`src/rtl/fic_pkg.sv`:
```
package fic_pkg;

    typedef enum logic [1:0] {
        RS_IDLE  = 2'd0,
        RS_ARMED = 2'd1,
        RS_COUNT = 2'd2,
        RS_DONE  = 2'd3
    } res_state_t;

endpackage

```
`src/rtl/fic_occupancy.sv`:
```
module fic_occupancy #(
    parameter int DEPTH = 1024,
    parameter int CW    = $clog2(DEPTH + 1),
    parameter int HALF  = DEPTH / 2,
    parameter int BW    = $clog2(HALF)
) (
    input  logic          clk,
    input  logic          rst_n,
    input  logic          wr,
    input  logic          rd,
    input  logic          clr,
    output logic [CW-1:0] count,
    output logic          empty,
    output logic          overrun,
    output logic          wr_ok,
    output logic          blk_wrap
);

    logic          full;
    logic          rd_ok;
    logic [BW-1:0] blk;
    logic [CW-1:0] count_nxt;

    assign full     = (count == CW'(DEPTH));
    assign wr_ok    = wr && !full && !clr;
    assign rd_ok    = rd && (count != '0) && !clr;
    assign blk_wrap = wr_ok && (blk == BW'(HALF - 1));

    always_comb begin
        if (clr) begin
            count_nxt = '0;
        end else begin
            count_nxt = count + CW'(wr_ok) - CW'(rd_ok);
        end
    end

    always_ff @(posedge clk) begin
        if (!rst_n) begin
            count   <= '0;
            empty   <= 1'b1;
            overrun <= 1'b0;
            blk     <= '0;
        end else begin
            count <= count_nxt;
            empty <= (count_nxt == '0);
            if (clr) begin
                overrun <= 1'b0;
            end else if (wr && full) begin
                overrun <= 1'b1;
            end
            if (clr || blk_wrap) begin
                blk <= '0;
            end else if (wr_ok) begin
                blk <= blk + 1'b1;
            end
        end
    end

    AST_CNT_BOUND: assert property (@(posedge clk) disable iff (!rst_n)
        count <= CW'(DEPTH));
    AST_OVR_STICKY: assert property (@(posedge clk) disable iff (!rst_n)
        overrun && !clr |=> overrun);
    AST_FULL_HOLD: assert property (@(posedge clk) disable iff (!rst_n)
        (count == CW'(DEPTH)) && !rd && !clr |=> (count == CW'(DEPTH)));
    AST_CLR_RESET: assert property (@(posedge clk) disable iff (!rst_n)
        clr |=> empty && !overrun);

endmodule

```
`src/rtl/fic_residual.sv`:
```
module fic_residual
    import fic_pkg::*;
#(
    parameter int RW = 16
) (
    input  logic          clk,
    input  logic          rst_n,
    input  logic          active,
    input  logic          blk_wrap,
    input  logic          wr_ok,
    input  logic          lo_wr,
    input  logic          hi_wr,
    input  logic [7:0]    data,
    output logic [RW-1:0] count,
    output logic          tc
);

    res_state_t state, state_nxt;
    logic [7:0] lo_hold;

    always_ff @(posedge clk) begin
        if (!rst_n) begin
            state <= RS_IDLE;
        end else begin
            state <= state_nxt;
        end
    end

    always_comb begin
        state_nxt = state;
        if (!active) begin
            state_nxt = RS_IDLE;
        end else begin
            unique case (state)
                RS_IDLE:  state_nxt = RS_ARMED;
                RS_ARMED: if (blk_wrap) state_nxt = RS_COUNT;
                RS_COUNT: if (wr_ok && (count <= RW'(1))) state_nxt = RS_DONE;
                RS_DONE:  state_nxt = RS_DONE;
                default:  state_nxt = RS_IDLE;
            endcase
        end
    end

    assign tc = active && (state == RS_COUNT) && wr_ok && (count <= RW'(1));

    always_ff @(posedge clk) begin
        if (!rst_n) begin
            count   <= '0;
            lo_hold <= '0;
        end else begin
            if (lo_wr) begin
                lo_hold <= data;
            end
            if (hi_wr) begin
                count <= RW'({data, lo_hold});
            end else if (active && (state == RS_COUNT) && wr_ok && (count != '0)) begin
                count <= count - 1'b1;
            end
        end
    end

    AST_DONE_STAYS: assert property (@(posedge clk) disable iff (!rst_n)
        (state == RS_DONE) |=> (state == RS_DONE) || (state == RS_IDLE));
    AST_DONE_FROZEN: assert property (@(posedge clk) disable iff (!rst_n)
        (state == RS_DONE) && active && !hi_wr |=> $stable(count));

endmodule

```
`src/rtl/fifo_irq_ctl.sv`:
```
module fifo_irq_ctl #(
    parameter int DEPTH = 1024,
    parameter int RW    = 16,
    parameter int CW    = $clog2(DEPTH + 1)
) (
    input  logic          clk,
    input  logic          rst_n,
    input  logic          smp_wr,
    input  logic          smp_rd,
    input  logic          scan_wr,
    input  logic          stat_wr,
    input  logic [1:0]    trig_src,
    input  logic          enh_mode,
    input  logic          res_gate,
    input  logic [3:0]    irq_level,
    input  logic          res_lo_wr,
    input  logic          res_hi_wr,
    input  logic [7:0]    res_byte,
    output logic [CW-1:0] fill_count,
    output logic          fifo_empty,
    output logic          overrun,
    output logic          irq_flag,
    output logic          irq_req,
    output logic [RW-1:0] res_count
);

    logic wr_ok;
    logic blk_wrap;
    logic res_tc;
    logic event_hit;

    fic_occupancy #(.DEPTH(DEPTH), .CW(CW)) u_occ (
        .clk      (clk),
        .rst_n    (rst_n),
        .wr       (smp_wr),
        .rd       (smp_rd),
        .clr      (scan_wr),
        .count    (fill_count),
        .empty    (fifo_empty),
        .overrun  (overrun),
        .wr_ok    (wr_ok),
        .blk_wrap (blk_wrap)
    );

    fic_residual #(.RW(RW)) u_res (
        .clk      (clk),
        .rst_n    (rst_n),
        .active   (enh_mode && res_gate),
        .blk_wrap (blk_wrap),
        .wr_ok    (wr_ok),
        .lo_wr    (res_lo_wr),
        .hi_wr    (res_hi_wr),
        .data     (res_byte),
        .count    (res_count),
        .tc       (res_tc)
    );

    assign event_hit = (trig_src[1] ? blk_wrap : wr_ok) || res_tc;

    always_ff @(posedge clk) begin
        if (!rst_n) begin
            irq_flag <= 1'b0;
        end else if (event_hit) begin
            irq_flag <= 1'b1;
        end else if (stat_wr) begin
            irq_flag <= 1'b0;
        end
    end

    assign irq_req = irq_flag && (irq_level != 4'd0);

    AST_FLAG_HOLD: assert property (@(posedge clk) disable iff (!rst_n)
        irq_flag && !stat_wr |=> irq_flag);
    AST_SET_WINS: assert property (@(posedge clk) disable iff (!rst_n)
        stat_wr && smp_wr && !trig_src[1] && !scan_wr && (fill_count < CW'(DEPTH)) |=> irq_flag);
    AST_SW_EVENT: assert property (@(posedge clk) disable iff (!rst_n)
        smp_wr && !trig_src[1] && !scan_wr && (fill_count < CW'(DEPTH)) |=> irq_flag);

endmodule

```
`config.mk`:
```
export PLATFORM = sky130hd
export DESIGN_NAME = fifo_irq_ctl
export DESIGN_NICKNAME = d
export VERILOG_FILES = /design/src/rtl/fic_pkg.sv /design/src/rtl/fic_occupancy.sv /design/src/rtl/fic_residual.sv /design/src/rtl/fifo_irq_ctl.sv
export SDC_FILE = /design/constraint.sdc
export NUM_CORES = 1
export LEC_CHECK = 0
export ABC_AREA = 1
export BUFFER_PORTS_ARGS = -buffer_cell sky130_fd_sc_hd__buf_2
export CAP_MARGIN = 20
export CELL_PAD_IN_SITES_DETAIL_PLACEMENT = 1
export CELL_PAD_IN_SITES_GLOBAL_PLACEMENT = 2
export CORE_ASPECT_RATIO = 1.5
export CORE_MARGIN = 8
export CORE_UTILIZATION = 30
export DETAILED_ROUTE_END_ITERATION = 8
export GPL_TIMING_DRIVEN = 0
export HOLD_SLACK_MARGIN = 0.1
export PLACE_DENSITY = 0.9
export REMOVE_ABC_BUFFERS = 1
export SYNTH_ARGS = -nofsm -noshare
export SYNTH_HDL_FRONTEND = slang
export SYNTH_SLANG_ARGS = --single-unit
```
`constraint.sdc`:
```
create_clock -name clk -period 3.35 [get_ports clk]
set_clock_uncertainty 0.05 [all_clocks]
set_input_delay 0.67 -clock clk [delete_from_list [all_inputs] [get_ports clk]]
set_output_delay 0.67 -clock clk [all_outputs]
set_load 0.01 [all_outputs]
```
==> results of run 1 <==
==> registers in the layout, indices dropped and copies added, names as in the netlist <==
signal / count
u_res.lo_hold: 8
u_res.count: 16
u_occ.blk: 9
u_res.state: 2
u_occ.count: 11
irq_flag: 1
u_occ.empty: 1
u_occ.overrun: 1
==> area by class of cell <==
cell class                      count  area share [%]
Clock inverter                      2           0.408
Timing Repair Buffer               54            7.42
Sequential cell                    49            26.7
Tap cell                          117            3.98
Multi-Input combinational cell    355            51.0
Inverter                           67            6.94
Clock buffer                        6            3.50
==> logic make-up (layout without fill, tap and decap cells) <==
kind of cell | Yosys count | after routing | share of synthesized area (%)
AND/OR/NAND/NOR | 259 | 259 | 36.2
buffers and inverters | 77 | 129 | 9.82
AO/OA/AOI/OAI | 65 | 65 | 11.2
flip-flops | 49 | 49 | 31.4
adder cells (fa/ha/maj) | 20 | 20 | 8.26
XOR/XNOR | 11 | 11 | 3.09
==> path summary, 6_finish.rpt <==
kind / startpoint / to / slack [ns]
setup / recovery: u_occ.count[6] / u_occ.empty / 0.27
hold reg to reg: u_res.lo_hold[1] / u_res.lo_hold[1] / 0.41
setup reg to reg: u_occ.count[6] / u_occ.empty / 0.27
hold / removal: u_res.lo_hold[1] / u_res.lo_hold[1] / 0.41
==> routing by layer <==
layer	track usage, %	vias up	part of all wire, %
met4	5.12	0	2.0
met1	12.7	1579	38
met5	0	-	0
met3	2.86	11	3.1
li1	-	1640	-
met2	29.1	44	57
==> through the flow <==
| stage | total power [mW] | util (%) |
|---|---|---|
| 3_5_place_dp | 2.10 | 34.3 |
| 6_report | 2.69 | 36.3 |
| 4_1_cts | 2.63 | 35.7 |
| 3_3_place_gp | 2.04 | 34.3 |
| 5_1_grt | 2.95 | 36.3 |
| 2_1_floorplan | 1.70 | - |
==> worst register-to-register path, stage by stage (launching register included) <==
cell and delay [ns]:
dfxtp_1 0.35, inv_1 0.07, ha_1 0.20, nand2_1 0.12
nor2_2 0.05, buf_4 0.13, nand4_2 0.07, nand2_2 0.15
inv_2 0.21, ha_2 0.23, inv_1 0.05, fa_1 0.37
inv_2 0.10, nand3_4 0.10, nand2_2 0.09, nand2_1 0.07
a21oi_1 0.22, nor2_1 0.09, nor2_1 0.14, nand3_1 0.09
nand2_1 0.06
==> power by group through the flow <==
stage	registers [mW]	clock network, mW	logic, mW
5_1_grt	0.732	0.558	1.66
4_1_cts	0.723	0.535	1.38
3_3_place_gp	0.735	0	1.31
6_report	0.721	0.519	1.45
3_5_place_dp	0.737	0	1.37
2_1_floorplan	0.754	0	0.949
==> cell usage in the layout, fill, tap and decap left out, types with 4 or more instances in the layout <==
cell,count
xnor2_1,4
o21ai_0,22
nor2_1,75
dfxtp_1,48
inv_1,55
nor3_1,11
inv_2,8
ha_1,18
buf_2,53
nand2_2,6
nand2_1,106
nor2_2,4
o21bai_1,4
nand3_1,37
xor2_1,7
a21oi_1,28
clkbuf_16,5
nand4_1,4
==> repair_timing <==
| action | CTS | global route |
|---|---|---|
| resized for setup | 0 | 16 |
| setup endpoints to repair | 0 | 2 |
| buffers inserted | 0 | 1 |
==> summary.md, run 1 <==
| Metric | Value |
|---|---|
| Overflow after GRT | `0` |
| Final setup fails | `0` |
| Avg Cell Area, Syn | `6.49 sq um` |
| P_int | `1.45 mW` |
| Peak VDD IR | `0.000221 V` |
| Inst Count DP | `641` |
| RePlAce Congestion | `0.827` |
| List of most frequent post-synthesis cells | `nand2_1, nor2_1, inv_1, dfxtp_1, nand3_1` |
| Final critical-path share of the clock period | `91.8%` |
| Worst slew pin tran | `0.929 ns` |
| Endpoints failing hold | `0` |
| Worst hold path cell count | `2` |
| Initial Utilization | `30.8%` |
| GRT Util Overall | `14.1%` |
| Die area | `0.0140 sq mm` |
| CP Launch Type | `flop` |
| Critical path's top delay family | `simple AND/OR/NAND/NOR gates` |
| CTS buffer count | `5` |
| Slowest cell on the critical path | `fa_1` |
| Clk sink count | `49` |
| Final Routed Wirelength | `9840 um` |
| Post-placement setup slack | `-0.183 ns` |
| CP Capture Type | `flop` |
| Core region area | `0.0101 sq mm` |
| Worst path depth | `20` |
| Synth area leaders | `dfxtp_1, nand2_1, nor2_1, ha_1, inv_1` |
| Reg2Reg Depth | `20` |
| Setup WS post-layout | `0.273 ns` |
| Via/cell ratio | `5.04` |
| Fin. max-slew vios | `0` |
| ANT cells | `0` |
| Post-Synthesis Cells | `481` |
| Via count | `3274` |
| Pleak | `1.76 nW` |
| Seq. cell area | `982 sq um` |
| Net Sw Power | `1.24 mW` |
| Req. time, crit path | `3.54 ns` |
| Largest net degree at the start of global routing | `27` |
| Cell area after layout | `0.00368 sq mm` |
| Vias in the first global route | `3551` |
| Critical path cell sequence | `inv_1, ha_1, nand2_1, nor2_2, buf_4, nand4_2, nand2_2, inv_2, ha_2, inv_1, fa_1, inv_2, nand3_4, nand2_2, nand2_1, a21oi_1, nor2_1, nor2_1, nand3_1, nand2_1` |
| Yosys cell types | `38` |
| DR DRC count | `0` |
| Die W | `99.3 um` |
| DP Area | `0.00348 sq mm` |
| First-pass GRT wire length | `16000 um` |
| EDFF count, synth | `0` |
| Critical path arrival | `3.26 ns` |
| Routed len/inst | `15.1 um` |
| Syn. warnings | `0` |
| Pwr dens | `733 mW/mm^2` |
| CTS H-Tree Depth | `2` |
| Sequential Power Share | `26.7%` |
| 1st-iter DRT viols | `59` |
| Post-route ant nets | `0` |
| Sw Ratio | `46.0%` |
| CTS Hold Bufs | `0` |
| Io pins | `55` |
| Drt first pass iters | `4` |
| Comb pwr share | `54.0%` |
| Area delta synth->final | `17.8%` |
| Max incr delay on CP | `0.37 ns` |
| Slew margin rel. | `37.7%` |
| Footprint of the multi-input gates | `0.00188 sq mm` |
| CTS clock-pin slew for the worst setup and hold paths | `0.07 ns` |
| Outcome | `complete, no violations` |
| Crit Path Category | `reg -> reg` |
| Fill count | `1354` |
| Max_cap viols | `0` |
| Sequential area share after synthesis | `31.4%` |
| Clk pwr share | `19.3%` |
| Share of layout cells above drive strength 1 | `17.4%` |
| PortBufs | `53` |
| Post-synthesis register bit count | `49` |
| Synth Flop Type | `dfxtp_1` |
| Setup TNS | `0 ns` |
| Row count | `45` |
| Final nets | `576` |
| Hold WS | `0.413 ns` |
| Crit path buf inv count | `5` |
| CP Max Fanout | `12` |
| Die Y-Extent | `141 um` |
| Post-synth top area cell | `dfxtp_1` |
| Final HPWL DP | `7820 um` |
| Clock Root Buffer | `clkbuf_16` |
| Count leader, synth | `nand2_1` |
| Highest clock rate | `325 MHz` |
| Worst-Skew Late Latency | `0.30 ns` |
| Post-synth top area share | `31.4%` |
| Tmin final | `3.08 ns` |
| Longest Clk Path Bufs | `2` |
| Final Non-Filler Cells | `650` |
| Most used cell, CP | `nand2_1` |
| HP Class | `reg -> reg` |
| Asr flop ratio synth | `0%` |
| TritonCTS clock tree | `built` |
| Initial antenna violation count | `0` |
| Mapped cell area | `0.00312 sq mm` |
No activity file was read; power rests on OpenSTA's default activity.
==> inputs of run 2 (changes only) <==
==> constraint.sdc (replaced) <==
create_clock -name clk -period 3.35 [get_ports clk]
set_clock_uncertainty 0.05 [all_clocks]
set_input_delay 0.5025 -clock clk [delete_from_list [all_inputs] [get_ports clk]]
set_output_delay 0.5025 -clock clk [all_outputs]
set_load 0.01 [all_outputs]
==> summary.md, run 2 (same netlist as run 1, synthesis figures left out) <==
| Metric | Value |
|---|---|
| Outcome | `complete, no violations` |
| Area delta synth->final | `17.7%` |
| CP Capture Type | `flop` |
| Final critical-path share of the clock period | `91.9%` |
| Net Sw Power | `1.24 mW` |
| 1st-iter DRT viols | `59` |
| CTS Hold Bufs | `0` |
| CP Max Fanout | `12` |
| Critical path arrival | `3.26 ns` |
| Final Routed Wirelength | `9840 um` |
| ANT cells | `0` |
| Most common cell after layout, fill and taps aside | `nand2_1` |
| Peak VDD IR | `0.000221 V` |
| Tmin final | `3.08 ns` |
| DP Area | `0.00348 sq mm` |
| Highest clock rate | `325 MHz` |
| Inst Count DP | `641` |
| Biggest register | `u_res.count` |
| Overflow after GRT | `0` |
| Max reg flops | `16` |
| Commonest non-fill, non-tap cells in the layout | `nand2_1, nor2_1, inv_1` |
| First-pass GRT wire length | `16000 um` |
| DR DRC count | `0` |
| Footprint of the multi-input gates | `0.00188 sq mm` |
| P_int | `1.45 mW` |
| Post-placement setup slack | `-0.0157 ns` |
| TritonCTS clock tree | `built` |
| Setup WS post-layout | `0.273 ns` |
| Clk pwr share | `19.3%` |
| Pleak | `1.76 nW` |
| Io pins | `55` |
| Die Y-Extent | `141 um` |
| Crit Path Category | `reg -> reg` |
| Final nets | `576` |
| Comb pwr share | `54.0%` |
| CTS H-Tree Depth | `2` |
| Initial Utilization | `30.8%` |
| Share of layout cells above drive strength 1 | `17.3%` |
| HP Class | `in -> reg` |
| Worst-Skew Late Latency | `0.30 ns` |
| Final HPWL DP | `7820 um` |
| Seq. cell area | `982 sq um` |
| Largest net degree at the start of global routing | `27` |
| PortBufs | `53` |
| Via count | `3274` |
| Req. time, crit path | `3.54 ns` |
| Cell area after layout | `0.00367 sq mm` |
| Longest Clk Path Bufs | `2` |
| Final setup fails | `0` |
| Drt first pass iters | `4` |
| Vias in the first global route | `3551` |
| Clock Root Buffer | `clkbuf_16` |
| Initial antenna violation count | `0` |
| Sequential Power Share | `26.8%` |
| Slew margin rel. | `37.7%` |
| CTS clock-pin slew for the worst setup and hold paths | `0.07 ns` |
| Post-route ant nets | `0` |
| Sw Ratio | `46.0%` |
| Core region area | `0.0101 sq mm` |
| GRT Util Overall | `14.1%` |
| RePlAce Congestion | `0.827` |
| Row count | `45` |
| Clk sink count | `49` |
| Worst slew pin tran | `0.929 ns` |
| Via/cell ratio | `5.04` |
| Fill count | `1356` |
| Max_cap viols | `0` |
| Hold WS | `0.401 ns` |
| Final Non-Filler Cells | `650` |
| Fin. max-slew vios | `0` |
| Pwr dens | `733 mW/mm^2` |
| Endpoints failing hold | `0` |
| Top Registers | `u_res.count x16, u_occ.count x11, u_occ.blk x9` |
| Routed len/inst | `15.1 um` |
| Die W | `99.3 um` |
| Overall power | `2.69 mW` |
| Die area | `0.0140 sq mm` |
| CTS buffer count | `5` |
| CP Launch Type | `flop` |
-- run 2: metal layers --
layer	global-route usage (%)	vias to the layer above	part of all wire, %
li1	-	1640	-
met2	29.1	44	57
met4	5.12	0	2.0
met3	2.86	11	3.1
met1	12.7	1579	38
met5	0	-	0
-- run 2: final timing paths --
path                           end  cells after the start  slack (ns)              from
hold reg to reg   u_res.lo_hold[1]                      2        0.41  u_res.lo_hold[1]
setup / recovery       u_occ.empty                     20        0.27    u_occ.count[6]
setup reg to reg       u_occ.empty                     20        0.27    u_occ.count[6]
hold / removal    u_res.lo_hold[6]                      3        0.40       res_byte[6]
-- run 2: layout make-up --
class,instances,share of cell area (%)
repair buffers,54,7.43
clock inverters,2,0.409
clock buffers,6,3.51
flip-flops and latches,49,26.7
well taps,117,3.99
inverters,67,6.85
multi-input cells,355,51.1
-- run 2: power by group through the flow --
stage,sequential (mW),clock [mW],combinational [mW]
after floorplan,0.754,0,0.949
after global placement,0.735,0,1.31
after detailed placement,0.737,0,1.37
after CTS,0.723,0.535,1.38
after global routing,0.732,0.558,1.65
final,0.721,0.519,1.45
-- run 2: metrics by stage --
step / util (%) / setup TNS (ns)
after floorplan: - / 0
after global placement: 34.3 / 0
after detailed placement: 34.3 / -0.0157
after CTS: 35.7 / 0
after global routing: 36.2 / -0.0118
final: 36.2 / 0
-- run 2: what timing repair did --
| item | 4_1_cts | 5_1_grt |
|---|---|---|
| endpoints found under the setup margin | 0 | 2 |
| buffers inserted | 0 | 1 |
| gates resized for setup | 0 | 15 |
-- run 2: worst max-delay path: stages (launching register included) --
cell and delay, ns:
dfxtp_1 0.35, inv_1 0.07, ha_1 0.20, nand2_1 0.12
nor2_2 0.05, buf_4 0.13, nand4_2 0.07, nand2_2 0.15
inv_2 0.21, ha_2 0.23, inv_1 0.05, fa_1 0.37
inv_2 0.10, nand3_4 0.09, nand2_2 0.09, nand2_1 0.07
a21oi_1 0.22, nor2_1 0.09, nor2_1 0.14, nand3_1 0.09
nand2_1 0.06
